### src/rtl/dac_sdo_pkg.sv
`timescale 1ns/1ps
package dac_sdo_pkg;

    typedef enum logic [1:0] {
        PIN_RDBK    = 2'b00,
        PIN_DC_FALL = 2'b01,
        PIN_DC_RISE = 2'b10,
        PIN_OFF     = 2'b11
    } pin_mode_e;

    typedef enum logic [1:0] {
        FR_IDLE  = 2'b00,
        FR_SHIFT = 2'b01,
        FR_FULL  = 2'b10
    } frame_st_e;

endpackage

### src/rtl/dac_sdo_edge.sv
`timescale 1ns/1ps
module dac_sdo_edge (
    input  logic clk,
    input  logic rst_n,
    input  logic sclk,
    input  logic cs_n,
    output logic sclk_fall,
    output logic sclk_rise,
    output logic sel_fall,
    output logic sel_rise
);

    logic sclk_q;
    logic cs_q;

    always_ff @(posedge clk or negedge rst_n) begin
        if (!rst_n) begin
            sclk_q <= 1'b1;
            cs_q   <= 1'b1;
        end else begin
            sclk_q <= sclk;
            cs_q   <= cs_n;
        end
    end

    // serial clock edges only count inside a selected frame
    assign sclk_fall = sclk_q & ~sclk & ~cs_n;
    assign sclk_rise = ~sclk_q & sclk & ~cs_n;
    assign sel_fall  = cs_q & ~cs_n;
    assign sel_rise  = ~cs_q & cs_n;

endmodule

### src/rtl/dac_sdo_frame_fsm.sv
`timescale 1ns/1ps
module dac_sdo_frame_fsm #(
    parameter int FRAME_BITS = 16,
    parameter int CNT_W      = $clog2(FRAME_BITS + 1)
) (
    input  logic             clk,
    input  logic             rst_n,
    input  logic             cs_n,
    input  logic             sclk_fall,
    input  logic             sel_rise,
    input  logic             eoc_at_edge,
    output logic [CNT_W-1:0] bit_cnt,
    output logic             frame_full,
    output logic             last_edge,
    output logic             eoc_evt,
    output logic             eoc_q
);
    import dac_sdo_pkg::*;

    localparam logic [CNT_W-1:0] CNT_LAST = CNT_W'(FRAME_BITS - 1);
    localparam logic [CNT_W-1:0] CNT_MAX  = CNT_W'(FRAME_BITS);

    frame_st_e st_q, st_d;

    // state register
    always_ff @(posedge clk or negedge rst_n) begin
        if (!rst_n) st_q <= FR_IDLE;
        else        st_q <= st_d;
    end

    assign last_edge = sclk_fall && (bit_cnt == CNT_LAST);

    // next state
    always_comb begin
        st_d = st_q;
        unique case (st_q)
            FR_IDLE:  if (!cs_n) st_d = FR_SHIFT;
            FR_SHIFT: begin
                if (cs_n)           st_d = FR_IDLE;
                else if (last_edge) st_d = FR_FULL;
            end
            FR_FULL:  if (cs_n) st_d = FR_IDLE;
            default:  st_d = FR_IDLE;
        endcase
    end

    // end-of-frame event: 16th falling edge or select release after a full frame
    always_comb begin
        if (eoc_at_edge) eoc_evt = last_edge && (st_q != FR_FULL);
        else             eoc_evt = sel_rise && (st_q == FR_FULL);
    end

    // registered outputs: bit counter and strobe
    always_ff @(posedge clk or negedge rst_n) begin
        if (!rst_n) begin
            bit_cnt <= '0;
            eoc_q   <= 1'b0;
        end else begin
            eoc_q <= eoc_evt;
            if (cs_n)
                bit_cnt <= '0;
            else if (sclk_fall && (bit_cnt < CNT_MAX))
                bit_cnt <= bit_cnt + 1'b1;
        end
    end

    assign frame_full = (st_q == FR_FULL);

endmodule

### src/rtl/dac_sdo_rdbk.sv
`timescale 1ns/1ps
module dac_sdo_rdbk #(
    parameter int          FRAME_BITS = 16,
    parameter int          CODE_W     = 12,
    parameter int          NUM_CH     = 4,
    parameter int          CMD_W      = 4,
    parameter logic [3:0]  CMD_READ   = 4'b1001
) (
    input  logic                     clk,
    input  logic                     rst_n,
    input  logic                     cs_n,
    input  logic                     sel_fall,
    input  logic                     sclk_fall,
    input  logic                     load_evt,
    input  logic [FRAME_BITS-1:0]    frame_word,
    input  logic [NUM_CH*CODE_W-1:0] chan_codes,
    output logic                     rb_active,
    output logic                     rb_bit
);

    localparam int SEL_W = (NUM_CH > 1) ? $clog2(NUM_CH) : 1;
    localparam int PAD   = FRAME_BITS - CODE_W;

    logic [CODE_W-1:0]     code_arr [NUM_CH];
    logic [FRAME_BITS-1:0] hold_q;
    logic [FRAME_BITS-1:0] out_sr;
    logic                  pend_q;
    logic [SEL_W-1:0]      ch_sel;
    logic                  is_read;
    logic [FRAME_BITS-1:0] hold_d;

    for (genvar c = 0; c < NUM_CH; c++) begin : g_code
        assign code_arr[c] = chan_codes[c*CODE_W +: CODE_W];
    end

    assign is_read = (frame_word[FRAME_BITS-1 -: CMD_W] == CMD_READ[CMD_W-1:0]);
    assign ch_sel  = frame_word[FRAME_BITS-CMD_W-1 -: SEL_W];
    assign hold_d  = FRAME_BITS'(code_arr[ch_sel]) << PAD;

    always_ff @(posedge clk or negedge rst_n) begin
        if (!rst_n) begin
            hold_q    <= '0;
            pend_q    <= 1'b0;
            out_sr    <= '0;
            rb_active <= 1'b0;
        end else begin
            if (load_evt && is_read) begin
                hold_q <= hold_d;
                pend_q <= 1'b1;
            end else if (sel_fall) begin
                pend_q <= 1'b0;
            end

            if (sel_fall) begin
                rb_active <= pend_q;
                out_sr    <= hold_q;
            end else if (cs_n) begin
                rb_active <= 1'b0;
            end else if (sclk_fall && rb_active) begin
                out_sr <= out_sr << 1;
            end
        end
    end

    assign rb_bit = out_sr[FRAME_BITS-1];

endmodule

### src/rtl/dac_sdo_dchain.sv
`timescale 1ns/1ps
module dac_sdo_dchain (
    input  logic clk,
    input  logic rst_n,
    input  logic cs_n,
    input  logic sclk_rise,
    input  logic frame_full,
    input  logic sr_msb,
    output logic dc_fall_bit,
    output logic dc_rise_bit
);

    logic rise_vld;
    logic rise_q;

    // falling variant: follows the shift register, which moves on falling edges
    assign dc_fall_bit = frame_full ? sr_msb : 1'b1;

    // rising variant: retimes the same bit on the next rising edge
    always_ff @(posedge clk or negedge rst_n) begin
        if (!rst_n) begin
            rise_vld <= 1'b0;
            rise_q   <= 1'b1;
        end else if (cs_n) begin
            rise_vld <= 1'b0;
            rise_q   <= 1'b1;
        end else if (sclk_rise && frame_full) begin
            rise_vld <= 1'b1;
            rise_q   <= sr_msb;
        end
    end

    assign dc_rise_bit = rise_vld ? rise_q : 1'b1;

endmodule

### src/rtl/dac_sdo_path.sv
`timescale 1ns/1ps
module dac_sdo_path #(
    parameter int FRAME_BITS = 16,
    parameter int CODE_W     = 12,
    parameter int NUM_CH     = 4
) (
    input  logic                     clk,
    input  logic                     rst_n,
    input  logic                     sclk,
    input  logic                     cs_n,
    input  logic                     din,
    input  logic [1:0]               pin_mode,
    input  logic                     eoc_at_edge,
    input  logic [NUM_CH*CODE_W-1:0] chan_codes,
    output logic                     sdo,
    output logic                     sdo_oe,
    output logic                     eoc
);
    import dac_sdo_pkg::*;

    localparam int CNT_W = $clog2(FRAME_BITS + 1);

    logic                  sclk_fall, sclk_rise, sel_fall, sel_rise;
    logic [CNT_W-1:0]      frame_cnt;
    logic                  frame_full, last_edge, eoc_evt;
    logic [FRAME_BITS-1:0] shift_q;
    logic [FRAME_BITS-1:0] frame_word;
    logic                  rb_active, rb_bit;
    logic                  dc_fall_bit, dc_rise_bit;
    pin_mode_e             pm;

    dac_sdo_edge u_edge (
        .clk       (clk),
        .rst_n     (rst_n),
        .sclk      (sclk),
        .cs_n      (cs_n),
        .sclk_fall (sclk_fall),
        .sclk_rise (sclk_rise),
        .sel_fall  (sel_fall),
        .sel_rise  (sel_rise)
    );

    dac_sdo_frame_fsm #(.FRAME_BITS(FRAME_BITS), .CNT_W(CNT_W)) u_fsm (
        .clk         (clk),
        .rst_n       (rst_n),
        .cs_n        (cs_n),
        .sclk_fall   (sclk_fall),
        .sel_rise    (sel_rise),
        .eoc_at_edge (eoc_at_edge),
        .bit_cnt     (frame_cnt),
        .frame_full  (frame_full),
        .last_edge   (last_edge),
        .eoc_evt     (eoc_evt),
        .eoc_q       (eoc)
    );

    // input shift register, keeps shifting past the frame length
    always_ff @(posedge clk or negedge rst_n) begin
        if (!rst_n)         shift_q <= '0;
        else if (sclk_fall) shift_q <= {shift_q[FRAME_BITS-2:0], din};
    end

    // word seen at end of frame: includes the bit landing on the 16th edge
    assign frame_word = eoc_at_edge ? {shift_q[FRAME_BITS-2:0], din} : shift_q;

    dac_sdo_rdbk #(.FRAME_BITS(FRAME_BITS), .CODE_W(CODE_W), .NUM_CH(NUM_CH)) u_rdbk (
        .clk        (clk),
        .rst_n      (rst_n),
        .cs_n       (cs_n),
        .sel_fall   (sel_fall),
        .sclk_fall  (sclk_fall),
        .load_evt   (eoc_evt),
        .frame_word (frame_word),
        .chan_codes (chan_codes),
        .rb_active  (rb_active),
        .rb_bit     (rb_bit)
    );

    dac_sdo_dchain u_dchain (
        .clk         (clk),
        .rst_n       (rst_n),
        .cs_n        (cs_n),
        .sclk_rise   (sclk_rise),
        .frame_full  (frame_full),
        .sr_msb      (shift_q[FRAME_BITS-1]),
        .dc_fall_bit (dc_fall_bit),
        .dc_rise_bit (dc_rise_bit)
    );

    assign pm = pin_mode_e'(pin_mode);

    // pin driver
    always_comb begin
        sdo_oe = 1'b0;
        sdo    = 1'b0;
        unique case (pm)
            PIN_RDBK: begin
                sdo_oe = !cs_n && rb_active;
                sdo    = !cs_n && rb_active && rb_bit;
            end
            PIN_DC_FALL: begin
                sdo_oe = 1'b1;
                sdo    = cs_n ? 1'b1 : dc_fall_bit;
            end
            PIN_DC_RISE: begin
                sdo_oe = 1'b1;
                sdo    = cs_n ? 1'b1 : dc_rise_bit;
            end
            PIN_OFF: begin
                sdo_oe = 1'b0;
                sdo    = 1'b0;
            end
            default: begin
                sdo_oe = 1'b0;
                sdo    = 1'b0;
            end
        endcase
    end

endmodule

### config.mk
export PLATFORM = sky130hd
export DESIGN_NAME = dac_sdo_path
export DESIGN_NICKNAME = d
export VERILOG_FILES = /design/src/rtl/dac_sdo_pkg.sv /design/src/rtl/dac_sdo_edge.sv /design/src/rtl/dac_sdo_frame_fsm.sv /design/src/rtl/dac_sdo_rdbk.sv /design/src/rtl/dac_sdo_dchain.sv /design/src/rtl/dac_sdo_path.sv
export SDC_FILE = /design/constraint.sdc
export NUM_CORES = 1
export LEC_CHECK = 0
export BUFFER_PORTS_ARGS = -buffer_cell sky130_fd_sc_hd__clkbuf_2
export CORE_MARGIN = 3
export CORE_UTILIZATION = 60
export CTS_BUF_LIST = sky130_fd_sc_hd__clkbuf_8
export DETAILED_ROUTE_END_ITERATION = 7
export HOLD_SLACK_MARGIN = 0.06
export MAX_ROUTING_LAYER = met4
export PLACE_DENSITY = 0.83
export SLEW_MARGIN = 20
export SYNTH_ARGS = -nofsm -noshare
export SYNTH_HDL_FRONTEND = slang
export SYNTH_HIERARCHICAL = 1
export SYNTH_SLANG_ARGS = --single-unit
### constraint.sdc
create_clock -name clk -period 3.5 [get_ports clk]
set_clock_uncertainty 0.05 [all_clocks]
set_input_delay 0.35 -clock clk [delete_from_list [all_inputs] [get_ports clk]]
set_output_delay 0.35 -clock clk [all_outputs]
set_load 0.005 [all_outputs]
==> impl_metrics.toml <==
[global_routing]
top_usage_layer = "met2"
use_met3_pct = 4.59
grt.overflow.total = 0
grtUsageMet1_pct = 26.9
grt.total_usage_pct = 19.1
grt_first_pass_wirelength_um = 7760
antenna_found_initial = 0
grtUsageMet2_pct = 28.0
grt_max_degree = 29
first_global_vias = 1701

[critical_path]
critical_path_class = "reg2reg"
slowest_delay_ns = 0.54
cp_max_fo = 12
critPathSlowestCell = "dfstp_2"
critPathLaunchType = "flop"
path_buf_inv = 1
crit_chain = "nor3b_2 -> and2_2 -> nand3_1 -> o21ai_0 -> nand4b_1 -> nor2_1 -> buf_4 -> mux2_2"
worstPathArrival_ns = 2.55
endpoint_kind = "flop"
required_ns = 3.64
crit_family = "simple AND/OR/NAND/NOR gates"

[flow_run]
drv_cap = 0

[drt]
drtPass1Iterations = 5
initialDrtViolationCount = 89
routed_wl_um = 4770
wl_per_cell_um = 15.2
vias = 1777
vias_per_cell = 5.64
drc_errors = 0
drtAntennaViolNets = 0

[finish]
fin_nets = 322
antenna_cells = 0
final_cell_mix = "clkbuf_2 (58), dfrtp_1 (51), mux2_4 (25)"
final_common_cell = "clkbuf_2"
syn2layout_area_growth_pct = 13.7
fin_area_um2 = 3200
drive_gt1_share_pct = 46.0

[pwr]
clkPwrFrac_pct = 27.5
p_comb_share_pct = 15.0
swShare_pct = 23.5
p_leak_nw = 1.60
switchingPower_w = 0.000283
seqPwrFrac_pct = 57.6
ir_drop_mv = 0.264
internal_power_w = 0.000924
p_per_area_nw_per_um2 = 378

[place]
gp_congestion = 0.755
numPortBuffers = 58
hpwl_um = 3590
preCtsSetupSlack_ns = 0.999
dpl-instance-area_um2 = 3100

[synth]
synth_area_um2 = 2810
syn_avg_cell_area_um2 = 13.8
syn_inst = 204
synth_fp_nets = 264
ys_warn_count = 6

[floorplan]
die_h_um = 74.5
core_um2 = 4440
die_w_um = 74.5
placementRows = 24
start_util_pct = 63.3
fp.dieArea_um2 = 5550
pin_count = 59

[clock_network]
cts_root_buffer = "clkbuf_8"
cts-htree-levels = 2
cts.reportedPaths.clkPinSlew_ns = 0.10
numClockSinks = 54
cts_buffers = 5
post-cts-setup-buffers = 0
cts_tree = "done"
clk_latency_ns = 0.30
cts_max_path_buffers = 2

[timing]
fin_crit_sh_pct = 69.0
final-hold-violation-count = 0
setup-tns-final_ns = 0
finalSetupViolCount = 0
rsz0062_at_grt = "false"
finalMaxSlewViolations = 0
max_freq_mhz = 414
worst_slack_ns = 1.08
max_slew_margin_pct = 49.9
tightest_slew_ns = 0.749
finalCriticalPeriod_ns = 2.42

[outcome]
outcome = "finished clean"

[hold_path]
hp-class = "in2reg"
## power by group through the flow
stage	clock [W]	sequential [W]	combinational, W
finish	0.000332	0.000695	0.000181
global route	0.000367	0.000700	0.000198
detailed placement	0	0.000708	0.000182
global placement	0	0.000706	0.000175
floorplan	0	0.000700	0.000130
CTS	0.000344	0.000696	0.000184
## stage by stage
stage / instances / total power [W] / hold WS, ns / utilization [%]
3_5_place_dp: 306 / 0.000890 / 0.352 / 69.7
6_report: 315 / 0.00121 / 0.108 / 72.0
2_1_floorplan: 204 / 0.000830 / 0.00441 / -
4_1_cts: 315 / 0.00122 / 0.0965 / 72.0
3_3_place_gp: 306 / 0.000881 / 0.344 / 69.7
5_1_grt: 315 / 0.00127 / 0.0866 / 72.0
## registers in the layout (all words and copies together), names as in the netlist
signal	cells
shift_q	16
u_fsm/bit_cnt	5
u_rdbk/pend_q	1
u_rdbk/out_sr	12
u_dchain/rise_q	1
u_rdbk/hold_q	12
u_dchain/rise_vld	1
u_edge/sclk_q	1
u_edge/cs_q	1
u_fsm/eoc_q	1
u_fsm/st_q	2
u_rdbk/rb_active	1
## metal layers
metal / wire, µm / share of wire (%)
met1: 2270 / 47
met3: 254 / 5.3
met5: 0 / 0
met2: 2210 / 46
met4: 42 / 0.88
## path summary, 6_finish.rpt
path	from	cells after the start	end	slack (ns)
max	u_edge/sclk_q$_DFF_PN1_	8	u_rdbk/hold_q[14]$_DFFE_PN0P_	1.08
min	sclk	1	u_edge/sclk_q$_DFF_PN1_	0.11
max reg2reg	u_edge/sclk_q$_DFF_PN1_	8	u_rdbk/hold_q[14]$_DFFE_PN0P_	1.08
min reg2reg	u_fsm/st_q[1]$_DFFE_PN0P_	1	u_fsm/st_q[0]$_DFFE_PN0P_	0.41
max in group asynchronous	rst_n	3	u_edge/sclk_q$_DFF_PN1_	2.02
min in group asynchronous	rst_n	2	u_rdbk/out_sr[10]$_DFFE_PN0P_	0.55
## timing repair
item,CTS,global route
resized for setup,0,0
hold endpoints to repair,26,0
hold buffers,1,0
## worst reg2reg max path, stage by stage, from the launching register on
cell,delay [ns]
dfstp_2,0.54
nor3b_2,0.30
and2_2,0.23
nand3_1,0.07
o21ai_0,0.18
nand4b_1,0.19
nor2_1,0.13
buf_4,0.25
mux2_2,0.36
## final cells by class
type / count / area, µm²
sequential: 54 / 1360
multi-input combinational: 133 / 1340
fill: 302 / 1250
timing repair buffer: 63 / 330
clock buffer: 5 / 68.8
tap: 52 / 65.1
clock inverter: 3 / 21.3
inverter: 5 / 18.8
Power figures use the tool's default switching activity.
